### src/rtl/cap_ring_pkg.sv
package cap_ring_pkg;
  localparam int unsigned REG_W        = 32;
  localparam int unsigned REG_AW       = 8;
  localparam int unsigned SMP_W        = 32;
  localparam int unsigned SAMPLE_BYTES = SMP_W / 8;
  localparam int unsigned PER_LSB      = 8;
  localparam int unsigned PER_W        = REG_W - PER_LSB;

  localparam logic [REG_AW-1:0] OFS_ENABLE = 8'h14;
  localparam logic [REG_AW-1:0] OFS_BASE   = 8'h18;
  localparam logic [REG_AW-1:0] OFS_SIZE   = 8'h1C;
  localparam logic [REG_AW-1:0] OFS_PROD   = 8'h20;
  localparam logic [REG_AW-1:0] OFS_CONS   = 8'h24;
  localparam logic [REG_AW-1:0] OFS_SRST   = 8'h2C;
  localparam logic [REG_AW-1:0] OFS_OVF    = 8'h30;
  localparam logic [REG_AW-1:0] OFS_IRQCFG = 8'h4C;
endpackage

### src/rtl/cap_ring_regs.sv
module cap_ring_regs
  import cap_ring_pkg::*;
#(
  parameter int unsigned ADDR_W = 32,
  parameter int unsigned SZ_W   = 22
) (
  input  logic              clk,
  input  logic              rst_n,
  input  logic              reg_we,
  input  logic [REG_AW-1:0] reg_addr,
  input  logic [REG_W-1:0]  reg_wdata,
  output logic [REG_W-1:0]  reg_rdata,
  input  logic [SZ_W-1:0]   prod_idx,
  input  logic              ovf,
  output logic              en,
  output logic [ADDR_W-1:0] base,
  output logic [SZ_W-1:0]   size,
  output logic [SZ_W-1:0]   cons,
  output logic [PER_W-1:0]  per_len,
  output logic              irq_en,
  output logic              srst
);

  logic              en_q, irq_en_q;
  logic [ADDR_W-1:0] base_q;
  logic [SZ_W-1:0]   size_q, cons_q;
  logic [PER_W-1:0]  per_len_q;
  logic              we_en, we_base, we_size, we_cons, we_cfg;
  logic              unused_wbits;

  assign unused_wbits = ^reg_wdata;

  // write decode (clock enables)
  always_comb begin
    we_en   = reg_we && (reg_addr == OFS_ENABLE);
    we_base = reg_we && (reg_addr == OFS_BASE);
    we_size = reg_we && (reg_addr == OFS_SIZE);
    we_cons = reg_we && (reg_addr == OFS_CONS);
    we_cfg  = reg_we && (reg_addr == OFS_IRQCFG);
    srst    = reg_we && (reg_addr == OFS_SRST) && reg_wdata[0];
  end

  always_ff @(posedge clk or negedge rst_n) begin
    if (!rst_n) begin
      en_q      <= 1'b0;
      base_q    <= '0;
      size_q    <= '0;
      cons_q    <= '0;
      per_len_q <= '0;
      irq_en_q  <= 1'b0;
    end else begin
      if (we_en)   en_q      <= reg_wdata[0];
      if (we_base) base_q    <= reg_wdata[ADDR_W-1:0];
      if (we_size) size_q    <= reg_wdata[SZ_W-1:0];
      if (we_cons) cons_q    <= reg_wdata[SZ_W-1:0];
      if (we_cfg)  per_len_q <= reg_wdata[REG_W-1:PER_LSB];
      if (we_cfg)  irq_en_q  <= reg_wdata[0];
    end
  end

  always_comb begin
    reg_rdata = '0;
    case (reg_addr)
      OFS_ENABLE: reg_rdata[0]         = en_q;
      OFS_BASE:   reg_rdata            = REG_W'(base_q);
      OFS_SIZE:   reg_rdata            = REG_W'(size_q);
      OFS_PROD:   reg_rdata            = REG_W'(prod_idx);
      OFS_CONS:   reg_rdata            = REG_W'(cons_q);
      OFS_OVF:    reg_rdata[0]         = ovf;
      OFS_IRQCFG: reg_rdata            = {per_len_q, {(PER_LSB-1){1'b0}}, irq_en_q};
      default:    reg_rdata            = '0;
    endcase
  end

  assign en      = en_q;
  assign base    = base_q;
  assign size    = size_q;
  assign cons    = cons_q;
  assign per_len = per_len_q;
  assign irq_en  = irq_en_q;

endmodule

### src/rtl/cap_ring_ptr.sv
module cap_ring_ptr
  import cap_ring_pkg::*;
#(
  parameter int unsigned ADDR_W = 32,
  parameter int unsigned SZ_W   = 22
) (
  input  logic              clk,
  input  logic              rst_n,
  input  logic              en,
  input  logic [ADDR_W-1:0] base,
  input  logic [SZ_W-1:0]   size,
  input  logic [SZ_W-1:0]   cons,
  input  logic              srst,
  input  logic              smp_valid,
  input  logic [SMP_W-1:0]  smp_data,
  output logic              mem_req,
  output logic [ADDR_W-1:0] mem_addr,
  output logic [SMP_W-1:0]  mem_data,
  input  logic              mem_ack,
  output logic [SZ_W-1:0]   prod_idx,
  output logic              ovf,
  output logic              adv
);

  logic              req_q, req_d;
  logic [ADDR_W-1:0] addr_q;
  logic [SMP_W-1:0]  data_q;
  logic [SZ_W-1:0]   prod_q, prod_d;
  logic              ovf_q, ovf_d;
  logic              flush_q, flush_d;
  logic [SZ_W-1:0]   mask, step_idx;
  logic              full, accept, drop, done, prod_en;

  always_comb begin
    mask     = size - SZ_W'(1);
    step_idx = (prod_q + SZ_W'(SAMPLE_BYTES)) & mask;
    full     = (step_idx == (cons & mask));
    done     = req_q && mem_ack;
    accept   = smp_valid && en && !req_q && !full && !srst;
    drop     = smp_valid && en && !accept;
    adv      = done && !flush_q && !srst;
    prod_en  = srst || adv;
    prod_d   = srst ? '0 : step_idx;
    ovf_d    = srst ? 1'b0 : (ovf_q || drop);

    req_d = req_q;
    if (done)   req_d = 1'b0;
    if (accept) req_d = 1'b1;

    flush_d = flush_q;
    if (srst && req_q && !mem_ack) flush_d = 1'b1;
    else if (done)                 flush_d = 1'b0;
  end

  always_ff @(posedge clk or negedge rst_n) begin
    if (!rst_n) begin
      req_q   <= 1'b0;
      addr_q  <= '0;
      data_q  <= '0;
      prod_q  <= '0;
      ovf_q   <= 1'b0;
      flush_q <= 1'b0;
    end else begin
      req_q   <= req_d;
      ovf_q   <= ovf_d;
      flush_q <= flush_d;
      if (accept) begin
        addr_q <= base + ADDR_W'(prod_q);
        data_q <= smp_data;
      end
      if (prod_en) prod_q <= prod_d;
    end
  end

  assign mem_req  = req_q;
  assign mem_addr = addr_q;
  assign mem_data = data_q;
  assign prod_idx = prod_q;
  assign ovf      = ovf_q;

endmodule

### src/rtl/cap_ring_period.sv
module cap_ring_period
  import cap_ring_pkg::*;
(
  input  logic             clk,
  input  logic             rst_n,
  input  logic             adv,
  input  logic             srst,
  input  logic [PER_W-1:0] per_len,
  input  logic             irq_en,
  output logic             irq
);

  logic [PER_W-1:0] cnt_q, cnt_d;
  logic             irq_q, irq_d;
  logic             wrap, cnt_en;

  always_comb begin
    wrap   = (per_len != '0) && ((cnt_q + PER_W'(1)) == per_len);
    cnt_en = srst || adv;
    if (srst)      cnt_d = '0;
    else if (wrap) cnt_d = '0;
    else           cnt_d = cnt_q + PER_W'(1);
    irq_d  = adv && wrap && irq_en;
  end

  always_ff @(posedge clk or negedge rst_n) begin
    if (!rst_n) begin
      cnt_q <= '0;
      irq_q <= 1'b0;
    end else begin
      irq_q <= irq_d;
      if (cnt_en) cnt_q <= cnt_d;
    end
  end

  assign irq = irq_q;

endmodule

### src/rtl/cap_ring_producer.sv
module cap_ring_producer
  import cap_ring_pkg::*;
#(
  parameter int unsigned ADDR_W = 32,
  parameter int unsigned SZ_W   = 22
) (
  input  logic              clk,
  input  logic              rst_n,
  input  logic              reg_we,
  input  logic [REG_AW-1:0] reg_addr,
  input  logic [REG_W-1:0]  reg_wdata,
  output logic [REG_W-1:0]  reg_rdata,
  input  logic              smp_valid,
  input  logic [SMP_W-1:0]  smp_data,
  output logic              mem_req,
  output logic [ADDR_W-1:0] mem_addr,
  output logic [SMP_W-1:0]  mem_data,
  input  logic              mem_ack,
  output logic              period_irq
);

  logic              en_w, irq_en_w, srst_w, ovf_w, adv_w;
  logic [ADDR_W-1:0] base_w;
  logic [SZ_W-1:0]   size_w, cons_w, prod_w;
  logic [PER_W-1:0]  per_len_w;

  cap_ring_regs #(.ADDR_W(ADDR_W), .SZ_W(SZ_W)) u_regs (
    .clk      (clk),
    .rst_n    (rst_n),
    .reg_we   (reg_we),
    .reg_addr (reg_addr),
    .reg_wdata(reg_wdata),
    .reg_rdata(reg_rdata),
    .prod_idx (prod_w),
    .ovf      (ovf_w),
    .en       (en_w),
    .base     (base_w),
    .size     (size_w),
    .cons     (cons_w),
    .per_len  (per_len_w),
    .irq_en   (irq_en_w),
    .srst     (srst_w)
  );

  cap_ring_ptr #(.ADDR_W(ADDR_W), .SZ_W(SZ_W)) u_ptr (
    .clk      (clk),
    .rst_n    (rst_n),
    .en       (en_w),
    .base     (base_w),
    .size     (size_w),
    .cons     (cons_w),
    .srst     (srst_w),
    .smp_valid(smp_valid),
    .smp_data (smp_data),
    .mem_req  (mem_req),
    .mem_addr (mem_addr),
    .mem_data (mem_data),
    .mem_ack  (mem_ack),
    .prod_idx (prod_w),
    .ovf      (ovf_w),
    .adv      (adv_w)
  );

  cap_ring_period u_period (
    .clk    (clk),
    .rst_n  (rst_n),
    .adv    (adv_w),
    .srst   (srst_w),
    .per_len(per_len_w),
    .irq_en (irq_en_w),
    .irq    (period_irq)
  );

endmodule

### config.mk
export PLATFORM = sky130hd
export DESIGN_NAME = cap_ring_producer
export DESIGN_NICKNAME = d
export VERILOG_FILES = /design/src/rtl/cap_ring_pkg.sv /design/src/rtl/cap_ring_regs.sv /design/src/rtl/cap_ring_ptr.sv /design/src/rtl/cap_ring_period.sv /design/src/rtl/cap_ring_producer.sv
export SDC_FILE = /design/constraint.sdc
export NUM_CORES = 1
export LEC_CHECK = 0
export CORE_MARGIN = 4
export CORE_UTILIZATION = 50
export DETAILED_ROUTE_END_ITERATION = 12
export PLACE_DENSITY = 0.77
export SLEW_MARGIN = 10
export SYNTH_ARGS = -nofsm -noshare
export SYNTH_HDL_FRONTEND = slang
export SYNTH_SLANG_ARGS = --single-unit
### constraint.sdc
create_clock -name clk -period 3.05 [get_ports clk]
set_clock_uncertainty 0.15 [all_clocks]
set_input_delay 0.305 -clock clk [delete_from_list [all_inputs] [get_ports clk]]
set_output_delay 0.305 -clock clk [all_outputs]
set_load 0.02 [all_outputs]
==> metrics <==
Filler cells approximately 1900; register area share after synthesis 0.420; antenna viol nets, final 0; Area contributors post-synth dfrtp_1 42%, mux2_2 11%, xnor2_1 5.4%; total iterations of the first detailed-routing run 6; routed wire length around 40000 um; EDFF count, synth 0; Syn Nets 1325; Setup crit end kind register; CTS tree yes; Worst VDD drop between 0.4 and 0.5 mV; clk sinks 216; vias about 11000; Core Util, Final 0.693; failing checks negative setup slack; Worst Tran Pin Value 1.11 ns; CTS Buf Count 25; slew margin rel. 0.259; gr ovfl total 0; Max Fclk just over 300 MHz; hold crit path type in -> async; syn avg cell area approximately 11 um^2; Critical Path Sink u_ptr.mem_data[7]$_DFFE_PN0P_; TNS Setup -7.88 ns; core region area around 0.025 mm^2; initial antenna violation count 1; synth cell count leaders 216 x dfrtp_1, 129 x mux2_2, 88 x nand2_1; Slew Viols, Final 0; Reg clk slew, reported paths about 0.060 ns; setup ws final -0.168 ns; Cells after Synth around 1200; r2r setup slk -0.17 ns; #FFs+latches synth ~220; # IOs about 180; H-tree depth 1; ys flop type dfrtp_1; input/output buffers approximately 170; most frequent cell after synthesis dfrtp_1; later-pin clock latency in the skew report approximately 0.54 ns; Worst Setup SP u_ptr.prod_idx[3]$_DFFE_PN0P_; outcome finished, violations left; Max Cap Viol 0; reg2reg start u_ptr.prod_idx[3]$_DFFE_PN0P_; global-route wire length before repair approximately 63000 um; Final Hold Fails 0; Net Sw Frac 0.285; Synth top area share 0.420; sequential share of power 0.393; async set-reset flop share out of synthesis 1.00; initial drt markers 957; P_int between 0.006 and 0.007 W; FP Rows slightly below 60; # DRC 0; Clk pwr share 0.358; fin nets between 1500 and 2000; Power Density 482 mW/mm^2; share of cells above drive strength 1 0.299; drt wl/cell between 20 and 25 um; routability cong. slightly below 1; largest net degree at the start of global routing 80; Longest Clk Path Bufs 3; die height 168 um; Layout Cells excl Fill 1868; vias in the first global route about 12000; net switching power roughly 0.0024 W; required time of the worst setup path between 3 and 4 ns; Reg2Reg Depth 13; Placed Instances 1800; CTS root buf clkbuf_16; pre-CTS setup slack -0.346 ns; critical setup path kind reg -> reg; cell taking the most area after synthesis dfrtp_1; fin crit share 1.06; area grow syn2layout 36.1%; crit path DAT 3.48 ns; chip width roughly 170 um; post-layout instance area between 0.015 and 0.02 mm^2; combinational power share 0.249; synthesized area roughly 0.013 mm^2; RSZ-0062 raised after global routing yes; # setup viols final 62; Setup crit start kind register; worst-path fanout max 10; full die area approximately 0.028 mm^2; area post-placement about 0.016 mm^2; cell leakage power approximately 8.5 nW; Syn. warnings 0; Yosys cell types between 70 and 80; Final HPWL DP between 20000 and 30000 um; Starting Density 0.510; DR vias/cell 6.11; Final min period between 3 and 4 ns; GRT Total Usage 0.270; r2r endpoint u_ptr.mem_data[7]$_DFFE_PN0P_
[final cells by class]
class	instances	area (um^2)	share of cell area
inverter	24	90.1	0.00515
sequential	216	5420	0.309
timing repair buffer	340	3370	0.193
tap	330	413	0.0236
multi-input combinational	913	7380	0.422
clock buffer	36	757	0.0432
clock inverter	8	75.1	0.00429
antenna	1	2.50	0.000143
[registers in the layout, summed over array words and instances, names as in the netlist]
name / flops
u_ptr.ovf: 1
u_ptr.mem_addr: 32
u_ptr.flush_q: 1
u_regs.cons: 22
u_regs.per_len: 24
u_period.irq: 1
u_ptr.mem_req: 1
u_ptr.mem_data: 32
u_period.cnt_q: 24
u_regs.size: 22
u_regs.irq_en: 1
u_ptr.prod_idx: 22
u_regs.en: 1
u_regs.base: 32
[power groups by stage]
stage / clock, W / combinational, W / sequential (W)
CTS: 0.00307 / 0.00197 / 0.00331
global route: 0.00318 / 0.00224 / 0.00335
floorplan: 0 / 0.000843 / 0.00350
global placement: 0 / 0.00185 / 0.00334
detailed placement: 0 / 0.00189 / 0.00335
finish: 0.00303 / 0.00210 / 0.00332
[timing repair]
action                                  in CTS  in global routing
resized for setup                           27                 81
pin swaps                                    4                 14
buffers inserted                             4                 12
endpoints found under the hold margin       76                  0
endpoints found under the setup margin      81                114
gates cloned                                 2                  4
hold buffers                                 1                  0
[how the worst min path moves through the flow]
| stage | startpoint | end | slack, ns | cells past startpoint |
|---|---|---|---|---|
| CTS | smp_data[13] | u_ptr.mem_data[13]$_DFFE_PN0P_ | 0.21 | 2 |
| global placement | rst_n | u_period.cnt_q[19]$_DFFE_PN0P_ | 0.20 | 1 |
| finish | rst_n | u_period.cnt_q[18]$_DFFE_PN0P_ | 0.21 | 2 |
| floorplan | rst_n | u_period.cnt_q[0]$_DFFE_PN0P_ | -0.14 | 0 |
| global route | smp_data[8] | u_ptr.mem_data[8]$_DFFE_PN0P_ | 0.23 | 2 |
| detailed placement | rst_n | u_period.cnt_q[20]$_DFFE_PN0P_ | 0.20 | 1 |
[worst max-delay path, cell delays in order (launching register included)]
cell and delay, ns:
dfrtp_1 0.41, ha_1 0.24, nand4_1 0.23, buf_4 0.21
nor4_1 0.17, buf_4 0.16, xnor2_1 0.13, a2bb2o_2 0.30
a221oi_2 0.19, buf_4 0.17, a21oi_4 0.06, buf_12 0.17
clkbuf_16 0.19, mux2_4 0.30
[per-layer routing]
layer,global-route usage,share of wire,up-vias
met1,0.355,0.40,5622
met3,0.0430,0.075,127
met2,0.440,0.47,529
li1,-,-,5136
met4,0.121,0.047,0
met5,0,0,-
[cells in the final DEF (no fill, tap or decap), types with 17 or more instances in the layout]
cell,count
clkbuf_16,29
a22oi_1,23
clkdlybuf4s50_1,144
xor2_1,32
nand2_1,88
and3_1,24
mux2_4,37
nor2_1,57
inv_1,24
a21oi_1,38
ha_1,23
dlymetal6s2s_1,29
xnor2_1,78
nand4_1,27
dfrtp_1,205
o21ai_0,42
nand3_1,37
nor3_1,27
buf_4,144
a22o_1,17
mux2_2,129
[cell families (layout without fill, tap and decap cells)]
logic type                 Yosys count  count (layout)  synth area share
xor gates and xnor gates           116             116            0.0795
DFF                                216             216             0.420
other                                0               1                 0
adders and majority gates           26              26            0.0259
and+or+nand+nor                    371             371             0.155
muxes                              175             175             0.163
buffers and inverters               93             408            0.0336
AOI/OAI and AO/OA                  225             225             0.122
[metrics by stage]
step                power [W]  hold slack [ns]
floorplan             0.00434           -0.141
global placement      0.00519            0.199
detailed placement    0.00525            0.198
CTS                   0.00835            0.215
global route          0.00877            0.230
finish                0.00845            0.214
Note: power is estimated with default switching activity, not from simulation.
